`config.mk`:
```
export PLATFORM = sky130hd
export DESIGN_NAME = dma_urgent_arb
export DESIGN_NICKNAME = d
export VERILOG_FILES = /design/src/rtl/dua_pkg.sv /design/src/rtl/dua_per_urg.sv /design/src/rtl/dua_mem_urg.sv /design/src/rtl/dua_pick.sv /design/src/rtl/dma_urgent_arb.sv
export SDC_FILE = /design/constraint.sdc
export NUM_CORES = 1
export LEC_CHECK = 0
export ABC_AREA = 1
export BUFFER_PORTS_ARGS = -buffer_cell sky130_fd_sc_hd__buf_4
export CAP_MARGIN = 10
export CORE_UTILIZATION = 30
export CTS_BUF_LIST = sky130_fd_sc_hd__clkbuf_4
export CTS_CLUSTER_DIAMETER = 80
export DETAILED_ROUTE_END_ITERATION = 10
export PLACE_DENSITY_LB_ADDON = 0.12
export SETUP_SLACK_MARGIN = 0.5
export SLEW_MARGIN = 30
export SYNTH_ARGS = -nofsm -noshare
export SYNTH_HDL_FRONTEND = slang
export SYNTH_SLANG_ARGS = --single-unit
```
`constraint.sdc`:
```
create_clock -name clk -period 2.1 [get_ports clk]
set_clock_uncertainty 0.1 [all_clocks]
set_input_delay 0.42 -clock clk [delete_from_list [all_inputs] [get_ports clk]]
set_output_delay 0.42 -clock clk [all_outputs]
set_load 0.02 [all_outputs]
```
`src/rtl/dua_pkg.sv`:
```
package dua_pkg;
    typedef enum logic {
        FIFO_RX = 1'b0,
        FIFO_TX = 1'b1
    } fifo_dir_e;

    // FIFO cannot move a word over the bus in the current slot
    function automatic logic fifo_blocked(input fifo_dir_e dir,
                                          input logic empty,
                                          input logic full);
        return (dir == FIFO_TX) ? empty : full;
    endfunction
endpackage

```
`src/rtl/dua_per_urg.sv`:
```
module dua_per_urg #(
    parameter int NUM_PER = 4
) (
    input  logic [NUM_PER-1:0] per_req,
    input  logic [NUM_PER-1:0] per_tx,
    input  logic [NUM_PER-1:0] fifo_empty,
    input  logic [NUM_PER-1:0] fifo_full,
    input  logic [NUM_PER-1:0] desc_pend,
    output logic [NUM_PER-1:0] req_o,
    output logic [NUM_PER-1:0] urg_o
);
    import dua_pkg::*;

    for (genvar g = 0; g < NUM_PER; g++) begin : g_ch
        logic starving;
        always_comb begin
            starving = per_req[g] &&
                       fifo_blocked(fifo_dir_e'(per_tx[g]), fifo_empty[g], fifo_full[g]);
            // data or descriptor work both need the bus
            req_o[g] = per_req[g] | desc_pend[g];
            // a descriptor fetch for a starving channel is urgent as well
            urg_o[g] = starving;
        end
    end
endmodule

```
`src/rtl/dua_mem_urg.sv`:
```
module dua_mem_urg #(
    parameter int NUM_MEM = 2,
    parameter int CNT_W   = 8
) (
    input  logic [NUM_MEM-1:0]       mem_req,
    input  logic [NUM_MEM-1:0]       mem_hs_en,
    input  logic [NUM_MEM-1:0]       mem_sw_urg,
    input  logic [NUM_MEM*CNT_W-1:0] mem_edge_cnt,
    input  logic [NUM_MEM*CNT_W-1:0] mem_urg_thr,
    output logic [NUM_MEM-1:0]       req_o,
    output logic [NUM_MEM-1:0]       urg_o
);
    for (genvar g = 0; g < NUM_MEM; g++) begin : g_ch
        logic [CNT_W-1:0] cnt;
        logic [CNT_W-1:0] thr;
        logic             hs_urg;
        always_comb begin
            cnt      = mem_edge_cnt[g*CNT_W +: CNT_W];
            thr      = mem_urg_thr[g*CNT_W +: CNT_W];
            hs_urg   = !(&thr) && (cnt > thr);
            req_o[g] = mem_req[g];
            urg_o[g] = mem_req[g] && (mem_hs_en[g] ? hs_urg : mem_sw_urg[g]);
        end
    end
endmodule

```
`src/rtl/dua_pick.sv`:
```
module dua_pick #(
    parameter int N = 6
) (
    input  logic [N-1:0] req,
    output logic [N-1:0] gnt,
    output logic         any
);
    logic [N:0] seen;
    assign seen[0] = 1'b0;

    for (genvar g = 0; g < N; g++) begin : g_bit
        assign gnt[g]    = req[g] & ~seen[g];
        assign seen[g+1] = seen[g] | req[g];
    end

    assign any = seen[N];
endmodule

```
`src/rtl/dma_urgent_arb.sv`:
```
module dma_urgent_arb #(
    parameter int NUM_PER = 4,
    parameter int NUM_MEM = 2,
    parameter int CNT_W   = 8,
    localparam int N      = NUM_PER + NUM_MEM
) (
    input  logic                     clk,
    input  logic                     rst,
    input  logic                     bus_rdy,
    input  logic [NUM_PER-1:0]       per_req,
    input  logic [NUM_PER-1:0]       per_tx,
    input  logic [NUM_PER-1:0]       fifo_empty,
    input  logic [NUM_PER-1:0]       fifo_full,
    input  logic [NUM_PER-1:0]       desc_pend,
    input  logic [NUM_MEM-1:0]       mem_req,
    input  logic [NUM_MEM-1:0]       mem_hs_en,
    input  logic [NUM_MEM-1:0]       mem_sw_urg,
    input  logic [NUM_MEM*CNT_W-1:0] mem_edge_cnt,
    input  logic [NUM_MEM*CNT_W-1:0] mem_urg_thr,
    output logic [N-1:0]             grant,
    output logic                     grant_urgent
);
    typedef struct packed {
        logic [N-1:0] gnt;
        logic         urg;
    } arb_state_t;

    arb_state_t st_d, st_q;

    logic [NUM_PER-1:0] per_req_v, per_urg_v;
    logic [NUM_MEM-1:0] mem_req_v, mem_urg_v;
    logic [N-1:0]       req_vec, urg_vec;
    logic [N-1:0]       pick_urg, pick_norm;
    logic               any_urg, any_norm;

    dua_per_urg #(.NUM_PER(NUM_PER)) u_per (
        .per_req    (per_req),
        .per_tx     (per_tx),
        .fifo_empty (fifo_empty),
        .fifo_full  (fifo_full),
        .desc_pend  (desc_pend),
        .req_o      (per_req_v),
        .urg_o      (per_urg_v)
    );

    dua_mem_urg #(.NUM_MEM(NUM_MEM), .CNT_W(CNT_W)) u_mem (
        .mem_req      (mem_req),
        .mem_hs_en    (mem_hs_en),
        .mem_sw_urg   (mem_sw_urg),
        .mem_edge_cnt (mem_edge_cnt),
        .mem_urg_thr  (mem_urg_thr),
        .req_o        (mem_req_v),
        .urg_o        (mem_urg_v)
    );

    assign req_vec = {mem_req_v, per_req_v};
    assign urg_vec = {mem_urg_v, per_urg_v};

    dua_pick #(.N(N)) u_pick_urg (
        .req (urg_vec),
        .gnt (pick_urg),
        .any (any_urg)
    );

    dua_pick #(.N(N)) u_pick_norm (
        .req (req_vec),
        .gnt (pick_norm),
        .any (any_norm)
    );

    always_comb begin
        st_d = '0;
        if (bus_rdy) begin
            if (any_urg) begin
                st_d.gnt = pick_urg;
                st_d.urg = 1'b1;
            end else if (any_norm) begin
                st_d.gnt = pick_norm;
            end
        end
    end

    always_ff @(posedge clk) begin
        if (rst) st_q <= '0;
        else     st_q <= st_d;
    end

    assign grant        = st_q.gnt;
    assign grant_urgent = st_q.urg;
endmodule

```
# Word level (Yosys, flattened, before mapping)
# Cells that the tools add are included.
[word_totals] romBits=0 inputBits=61 latchBits=0 elab_cells=61 output_inout_bits=7 memories=0 ram_bits=0 regBits=7
[classes] n_div=0 mul=0 magnitude_cmp=2 shift=0 n_reduce_logical=13 eq_ne=0 bitwise=35 n_addsub=0 mux=9
[op_table] cell="greater-than comparator 8 bit" count=2
[op_table] cell="AND reduction 8 bit" count=2
[op_table] cell="OR 1 bit" count=14
[op_table] cell="2-to-1 mux 6 bit" count=2
[op_table] cell="NOT 1 bit" count=11
[op_table] cell="AND 1 bit" count=10
[op_table] cell="logical AND 1 bit" count=8
[op_table] cell="2-to-1 mux 1 bit" count=7
[op_table] cell="zero test 1 bit" count=2
[op_table] cell="OR reduction 2 bit" count=1

# Logic depth before layout (Yosys ltp)
# Gate-level depths: netlist of run 1.
[logic_depth] depth_word=9 depth_mapped=16 depth_no_buf=16

# Hierarchy
# Synthesis of run 1 repeated with hierarchy kept, for this count alone.
[hier_totals] cells_unflattened=204 area_unflattened_um2=1142.3
[modules_own_cells] mod="dua_mem_urg" cells_each=100 seq_area_each_um2=0.0 area_per_inst_um2=551.8 n_inst=1
[modules_own_cells] mod="dma_urgent_arb" cells_each=42 seq_area_each_um2=140.1 area_per_inst_um2=295.3 n_inst=1
[modules_own_cells] mod="dua_pick" cells_each=17 seq_area_each_um2=0.0 area_per_inst_um2=82.6 n_inst=2
[modules_own_cells] mod="dua_per_urg" cells_each=28 seq_area_each_um2=0.0 area_per_inst_um2=130.1 n_inst=1

# Worst setup path before layout of run 1
# No wires, ideal clock.
[synth_path] kind="input -> register" startpoint="input port mem_urg_thr[15]" endpoint="register st_q (netlist bit grant[2])" slack_ps=439 n_path_buf=0 cell_stages=14 setup_ps=64 arrival_ps=1497 t_required_ps=1936 path_cell_list="inv_1 -> ha_1 -> nand2_1 -> nor2_1 -> nand2_1 -> nand2_1 -> nor2_1 -> nand2_1 -> nand2_1 -> nand2_2 -> nand3_4 -> nand2_1 -> inv_1 -> nor2_1"
[synth_between] elab_chain_len=7 elab_cells_between_ends=8 classes_between="order compare (1); mux (2); bitwise (1); reduce/logical (4)"
[synth_lines] item="start: declaration" line_no="dma_urgent_arb.sv:19" source="input logic [NUM_MEM*CNT_W-1:0] mem_urg_thr,"
[synth_lines] item="branches (longest 2 deep; another with greater-than comparator 8 bit)"
[synth_lines] item="logical AND 1 bit (*)" line_no="dua_mem_urg.sv:20" source="hs_urg = !(&thr) && (cnt > thr);"
[synth_lines] item="2-to-1 mux 1 bit (*)" line_no="dua_mem_urg.sv:22" source="urg_o[g] = mem_req[g] && (mem_hs_en[g] ? hs_urg : mem_sw_urg[g]);"
[synth_lines] item="logical AND 1 bit (*)" line_no="dua_mem_urg.sv:22"
[synth_lines] item="OR 1 bit (*)" line_no="dua_pick.sv:13" source="assign seen[g+1] = seen[g] | req[g];"
[synth_lines] item="2-to-1 mux 6 bit (*)" line_no="dma_urgent_arb.sv:74" source="if (any_urg) begin"
[synth_lines] item="end signal: assignment" line_no="dma_urgent_arb.sv:85" source="else st_q <= st_d;"
[synth_lines] item="end: declaration" line_no="dma_urgent_arb.sv:28" source="arb_state_t st_d, st_q;"
# Mark *: on every way between the ends.
# A chain may end at the register's enable or synchronous reset.

# Worst setup path in the final report of run 1
[layout_path] startpoint="input port mem_urg_thr[13]" endpoint="register st_q (netlist bit grant[0])"
# The elaborated chain is that of the path after synthesis.

==> results of run 1 <==
layout make-up:
cell class | instances | area, µm² | area share, %
Multi-Input combinational cell | 116 | 870 | 49.3
Timing Repair Buffer | 67 | 519 | 29.5
Inverter | 35 | 149 | 8.45
Sequential cell | 7 | 140 | 7.95
Tap cell | 44 | 55.1 | 3.12
Clock buffer | 4 | 30.0 | 1.70
worst max path at each step:
stage	startpoint	to	slack (ps)	cells after the start
after global placement	mem_urg_thr[13]	grant[1]	260	12
after CTS	mem_urg_thr[13]	grant[2]	510	14
after floorplan	mem_urg_thr[1]	grant[2]	480	15
after detailed placement	mem_urg_thr[1]	grant[0]	220	16
final	mem_urg_thr[13]	grant[0]	540	14
after global routing	mem_urg_thr[13]	grant[4]	430	12
critical path, stage by stage:
cell     delay (ps)
buf_4           120
inv_2            60
ha_4            200
a21oi_1         140
nor2_1           60
nor2_1           90
nand2_1          60
nand2_1          70
nand2_2          80
nand2_4         100
nand3_4          80
nand2_1          60
inv_1            40
nor2_1           80
power by group:
group	internal [mW]	leakage, nW	total [mW]	switching, mW
combinational	0.164	0.854	0.305	0.142
sequential	0.138	0.0570	0.139	0.00108
clock	0.0852	0.0184	0.131	0.0458
total	0.387	0.929	0.575	0.189
per-stage QoR:
step	setup slack, ps	hold WS, ps	area (µm²)
2_1_floorplan	481	462	1090
3_3_place_gp	259	609	1650
3_5_place_dp	222	615	1650
4_1_cts	506	355	1700
5_1_grt	433	398	1760
6_report	537	359	1760
per-layer routing:
| metal | GRT usage (%) | part of all wire (%) | up-vias |
|---|---|---|---|
| li1 | - | - | 645 |
| met1 | 17.5 | 44 | 504 |
| met2 | 25.5 | 50 | 41 |
| met3 | 1.97 | 5.8 | 2 |
| met4 | 2.04 | 0.56 | 0 |
| met5 | 0 | 0 | - |
logic make-up (layout without fill, tap and decap cells):
logic type	Yosys count	in the layout	synth area share, %
and+or+nand+nor	82	82	40.0
buffers and inverters	35	106	13.4
AOI/OAI and AO/OA	18	18	11.8
adders and majority gates	16	16	20.5
DFF	7	7	14.3
layout by cell type (no fill, tap or decap), types with 2 or more instances in the layout:
cell	instances
nor2_2	2
nand2_4	2
nor3_1	2
inv_4	2
nor2_1	17
inv_1	24
buf_4	65
a21oi_1	6
a21oi_2	4
ha_4	10
clkbuf_4	4
nand2_1	37
dfxtp_1	7
ha_1	6
nand2_2	5
o21a_1	2
nand3_1	2
nand4_1	9
inv_2	8
sequential cells by signal, summed over array words and instances, names as in the netlist:
name	cells
grant_urgent	1
grant	6
repair_timing:
| action | in CTS | in global routing |
|---|---|---|
| pin swaps | 1 | 13 |
| resized for setup | 4 | 15 |
| hold buffers | 0 | 0 |
| setup endpoints to repair | 3 | 7 |
| buffers inserted | 0 | 0 |
==> results.tsv, run 1 <==
stage	metric	value	unit
timing	Hold Fails Final Rpt	0	
detailed_routing	Routed Antenna Nets	0	
synth	most frequent cells after synthesis	nand2_1, inv_1, nor2_1	
placement	cell count after placement	269	
pwr	PD cells	326	nW/µm²
grt	largest net degree at the start of global routing	8	
clock_tree	CTS tree	done	
synth	Post-Synthesis Cells	158	
final_layout	fraction of layout cells with a size suffix above 1	48.5	%
synth	synthesized area	978	µm²
synth	top-count cell post-synth	nand2_1	
pwr	Leak Pwr	0.929	nW
floorplan	core area	3080	µm²
timing	max frequency	640	MHz
status	status	completed	
final_layout	Antenna Cells	0	
hold_path	min-delay src	mem_req[1]	
synth	syn_nets	235	
clock_tree	root buffer cell	clkbuf_4	
timing	Final Cycle Share	74.4	%
floorplan	die area	3490	µm²
clock_tree	cts bufs inserted	3	
synth	ys async rst share	0	%
grt	number of global-route vias before repair	1044	
detailed_routing	first drt pass iteration count	4	
synth	flops & latches, synth	7	
grt	grt total ovfl	0	
detailed_routing	DR iter-0 viols	19	
run	Max Cap Viol	0	
final_layout	fin nets	307	
worst_setup_path	WP data required	2180	ps
synth	synth top area cells	ha_1, nand2_1, dfxtp_1, inv_1, nor2_1	
synth	number of distinct library cells after synthesis	25	
final_layout	Core Util, Final	57.3	%
floorplan	Die Height	59.1	µm
synth	Yosys top cell by area	ha_1	
grt	GRT Total Usage	13.9	%
clock_tree	Clock transition at path regs	50	ps
pwr	Total Power	575	µW
pwr	VDD IR max	0.125	mV
detailed_routing	vias per cell	4.37	
timing	RSZ-0062 raised after global routing	true	
worst_setup_path	Startpoint Class	primary input	
timing	max-slew violations	0	
grt	first-pass GRT wire length	3860	µm
clock_tree	Max clock buf depth	2	
final_layout	final cell count without fillers	273	
timing	Tightest Pin Transition	467	ps
floorplan	Starting Density	31.8	%
detailed_routing	DRC violations left	0	
placement	GP Congestion	0.865	
synth	leading register cell type out of synthesis	dfxtp_1	
synth	number of enable flip-flop cells after synthesis	0	
synth	post-synth top area share	20.5	%
detailed_routing	WL final	2480	µm
worst_setup_path	Crit Path Class	primary input to flip-flop	
placement	Detail Placement HPWL	2240	µm
hold_path	class of the worst hold path	primary input to flip-flop	
floorplan	Row Count	20	
grt	initial antenna violation count	0	
final_layout	FILL cells	318	
timing	max_slew headroom	68.9	%
clock_tree	CTS H-tree lvls	1	
floorplan	I/O pin count	68	
synth	Seq/Total Area, Yosys	14.3	%
placement	port bufs	67	
detailed_routing	WL/cell	9.08	µm
synth	Yosys warnings	0	
clock_tree	clk sinks	7	
hold_path	hold worst-path end	grant[5]	
worst_setup_path	crit path max fanout	6	
worst_setup_path	CP arrival	1640	ps
floorplan	Chip Width	59.1	µm
worst_setup_path	crit end category	flip-flop	
timing	final setup violation count	0	
synth	Syn Area/Cell	6.19	µm²
final_layout	area grow syn2layout	80.2	%
hold_path	hold path cells	3	
timing	min cycle time layout	1560	ps
detailed_routing	DR vias	1192	
timing	setup TNS	0	ps
No activity file was read; power rests on OpenSTA's default activity.
==> run 2, diff against run 1 <==
clock period = 1.4 ns   (was 2.1 ns; I/O delays follow)
==> run 2 against run 1 <==
Critical endpoint is now grant[2]. Setup slack worse by 520 ps. Via count up 6.2%. Sequential share of layout area down 0.53 points. Highest routed layer unchanged. Combinational power up 78%. Largest cell class unchanged. Largest power group unchanged. Die area unchanged. Clock power up 55%.
==> results.tsv, run 2 (synthesis gave the netlist of run 1 again) <==
stage	metric	value	unit
status	status	completed	
placement	port bufs	67	
detailed_routing	DR vias	1266	
hold_path	class of the worst hold path	primary input to flip-flop	
floorplan	Die Height	59.1	µm
final_layout	most common cell after layout, fill and taps aside	buf_4	
timing	final setup violation count	0	
grt	GRT Total Usage	15.8	%
clock_tree	cts bufs inserted	3	
detailed_routing	Routed Antenna Nets	0	
timing	Tightest Pin Transition	497	ps
final_layout	commonest cells after routing, fill and taps aside	buf_4, nand2_1, inv_1	
clock_tree	root buffer cell	clkbuf_4	
worst_setup_path	WP data required	1450	ps
final_layout	fin nets	317	
floorplan	die area	3490	µm²
worst_setup_path	Crit Path Class	primary input to flip-flop	
grt	grt total ovfl	0	
clock_tree	clk sinks	7	
timing	final hold slack	207	ps
grt	initial antenna violation count	0	
timing	RSZ-0062 raised after global routing	true	
final_layout	fraction of layout cells with a size suffix above 1	58.2	%
clock_tree	CTS tree	done	
worst_setup_path	Startpoint Class	primary input	
pwr	PD cells	477	nW/µm²
floorplan	Chip Width	59.1	µm
final_layout	area grow syn2layout	105	%
clock_tree	Clock transition at path regs	50	ps
floorplan	I/O pin count	68	
placement	Detail Placement HPWL	2250	µm
floorplan	core area	3080	µm²
timing	max frequency	722	MHz
detailed_routing	WL/cell	9.24	µm
clock_tree	Max clock buf depth	2	
timing	Final Cycle Share	98.9	%
final_layout	max reg flops	6	
timing	max-slew violations	0	
timing	min cycle time layout	1380	ps
final_layout	Antenna Cells	0	
timing	Hold Fails Final Rpt	0	
grt	number of global-route vias before repair	1169	
grt	largest net degree at the start of global routing	8	
detailed_routing	DRC violations left	0	
floorplan	Starting Density	31.8	%
detailed_routing	vias per cell	4.47	
run	Max Cap Viol	0	
pwr	Total Power	958	µW
final_layout	Core Util, Final	65.2	%
detailed_routing	WL final	2620	µm
grt	first-pass GRT wire length	4270	µm
pwr	Leak Pwr	1.01	nW
detailed_routing	DR iter-0 viols	7	
floorplan	Row Count	20	
detailed_routing	first drt pass iteration count	4	
worst_setup_path	crit path max fanout	7	
worst_setup_path	crit end category	flip-flop	
worst_setup_path	CP arrival	1430	ps
pwr	VDD IR max	0.189	mV
placement	GP Congestion	0.863	
clock_tree	CTS H-tree lvls	1	
timing	max_slew headroom	66.8	%
run 2: path summary, 6_finish.rpt:
kind | from | endpoint | slack (ps) | depth (start not counted)
min | mem_req[1] | grant[5] | 210 | 3
max | mem_urg_thr[1] | grant[2] | 20 | 16
run 2: per-stage QoR:
step,worst slack [ps],cell area [µm²],cells,setup TNS [ps]
global route,-125,2010,283,-470
finish,15.6,2010,283,0
CTS,-22.5,1920,283,-23.5
detailed placement,-338,1800,277,-2160
global placement,-320,1800,277,-2070
floorplan,-79.1,1180,158,-255
run 2: metal layers:
layer | part of all wire [%] | track usage, % | wire [µm] | vias to the layer above
li1 | - | - | - | 664
met1 | 41 | 17.3 | 1090 | 551
met2 | 52 | 31.3 | 1370 | 49
met3 | 5.7 | 1.53 | 148 | 2
met4 | 0.65 | 5.10 | 17 | 0
met5 | 0 | 0 | 0 | -
run 2: power breakdown:
| group | leakage (nW) | switching, mW | total, mW | internal (mW) |
|---|---|---|---|---|
| logic | 0.932 | 0.240 | 0.543 | 0.304 |
| registers | 0.0601 | 0.00296 | 0.211 | 0.208 |
| clock network | 0.0184 | 0.0752 | 0.203 | 0.128 |
run 2: area by class of cell:
type | instances | area (µm²)
well taps | 44 | 55.1
clock buffers | 4 | 30.0
flip-flops and latches | 7 | 149
inverters | 35 | 176
repair buffers | 77 | 662
fillers | 280 | 1070
multi-input cells | 116 | 935
run 2: what timing repair did:
item | in CTS | in global routing
gates resized for setup | 26 | 22
buffers inserted | 2 | 0
pin swaps | 18 | 13
hold buffers | 0 | 0
endpoints found under the setup margin | 14 | 14
run 2: critical path: stages:
cell	delay, ps
buf_12	90
inv_12	30
ha_4	250
inv_2	30
o21bai_1	120
nand2_1	70
nand2_1	50
nand2_1	40
nand2_1	60
nand2_1	50
nand2_2	80
nand2_4	80
nand3_4	70
nand2_1	60
inv_1	50
nor2_1	40
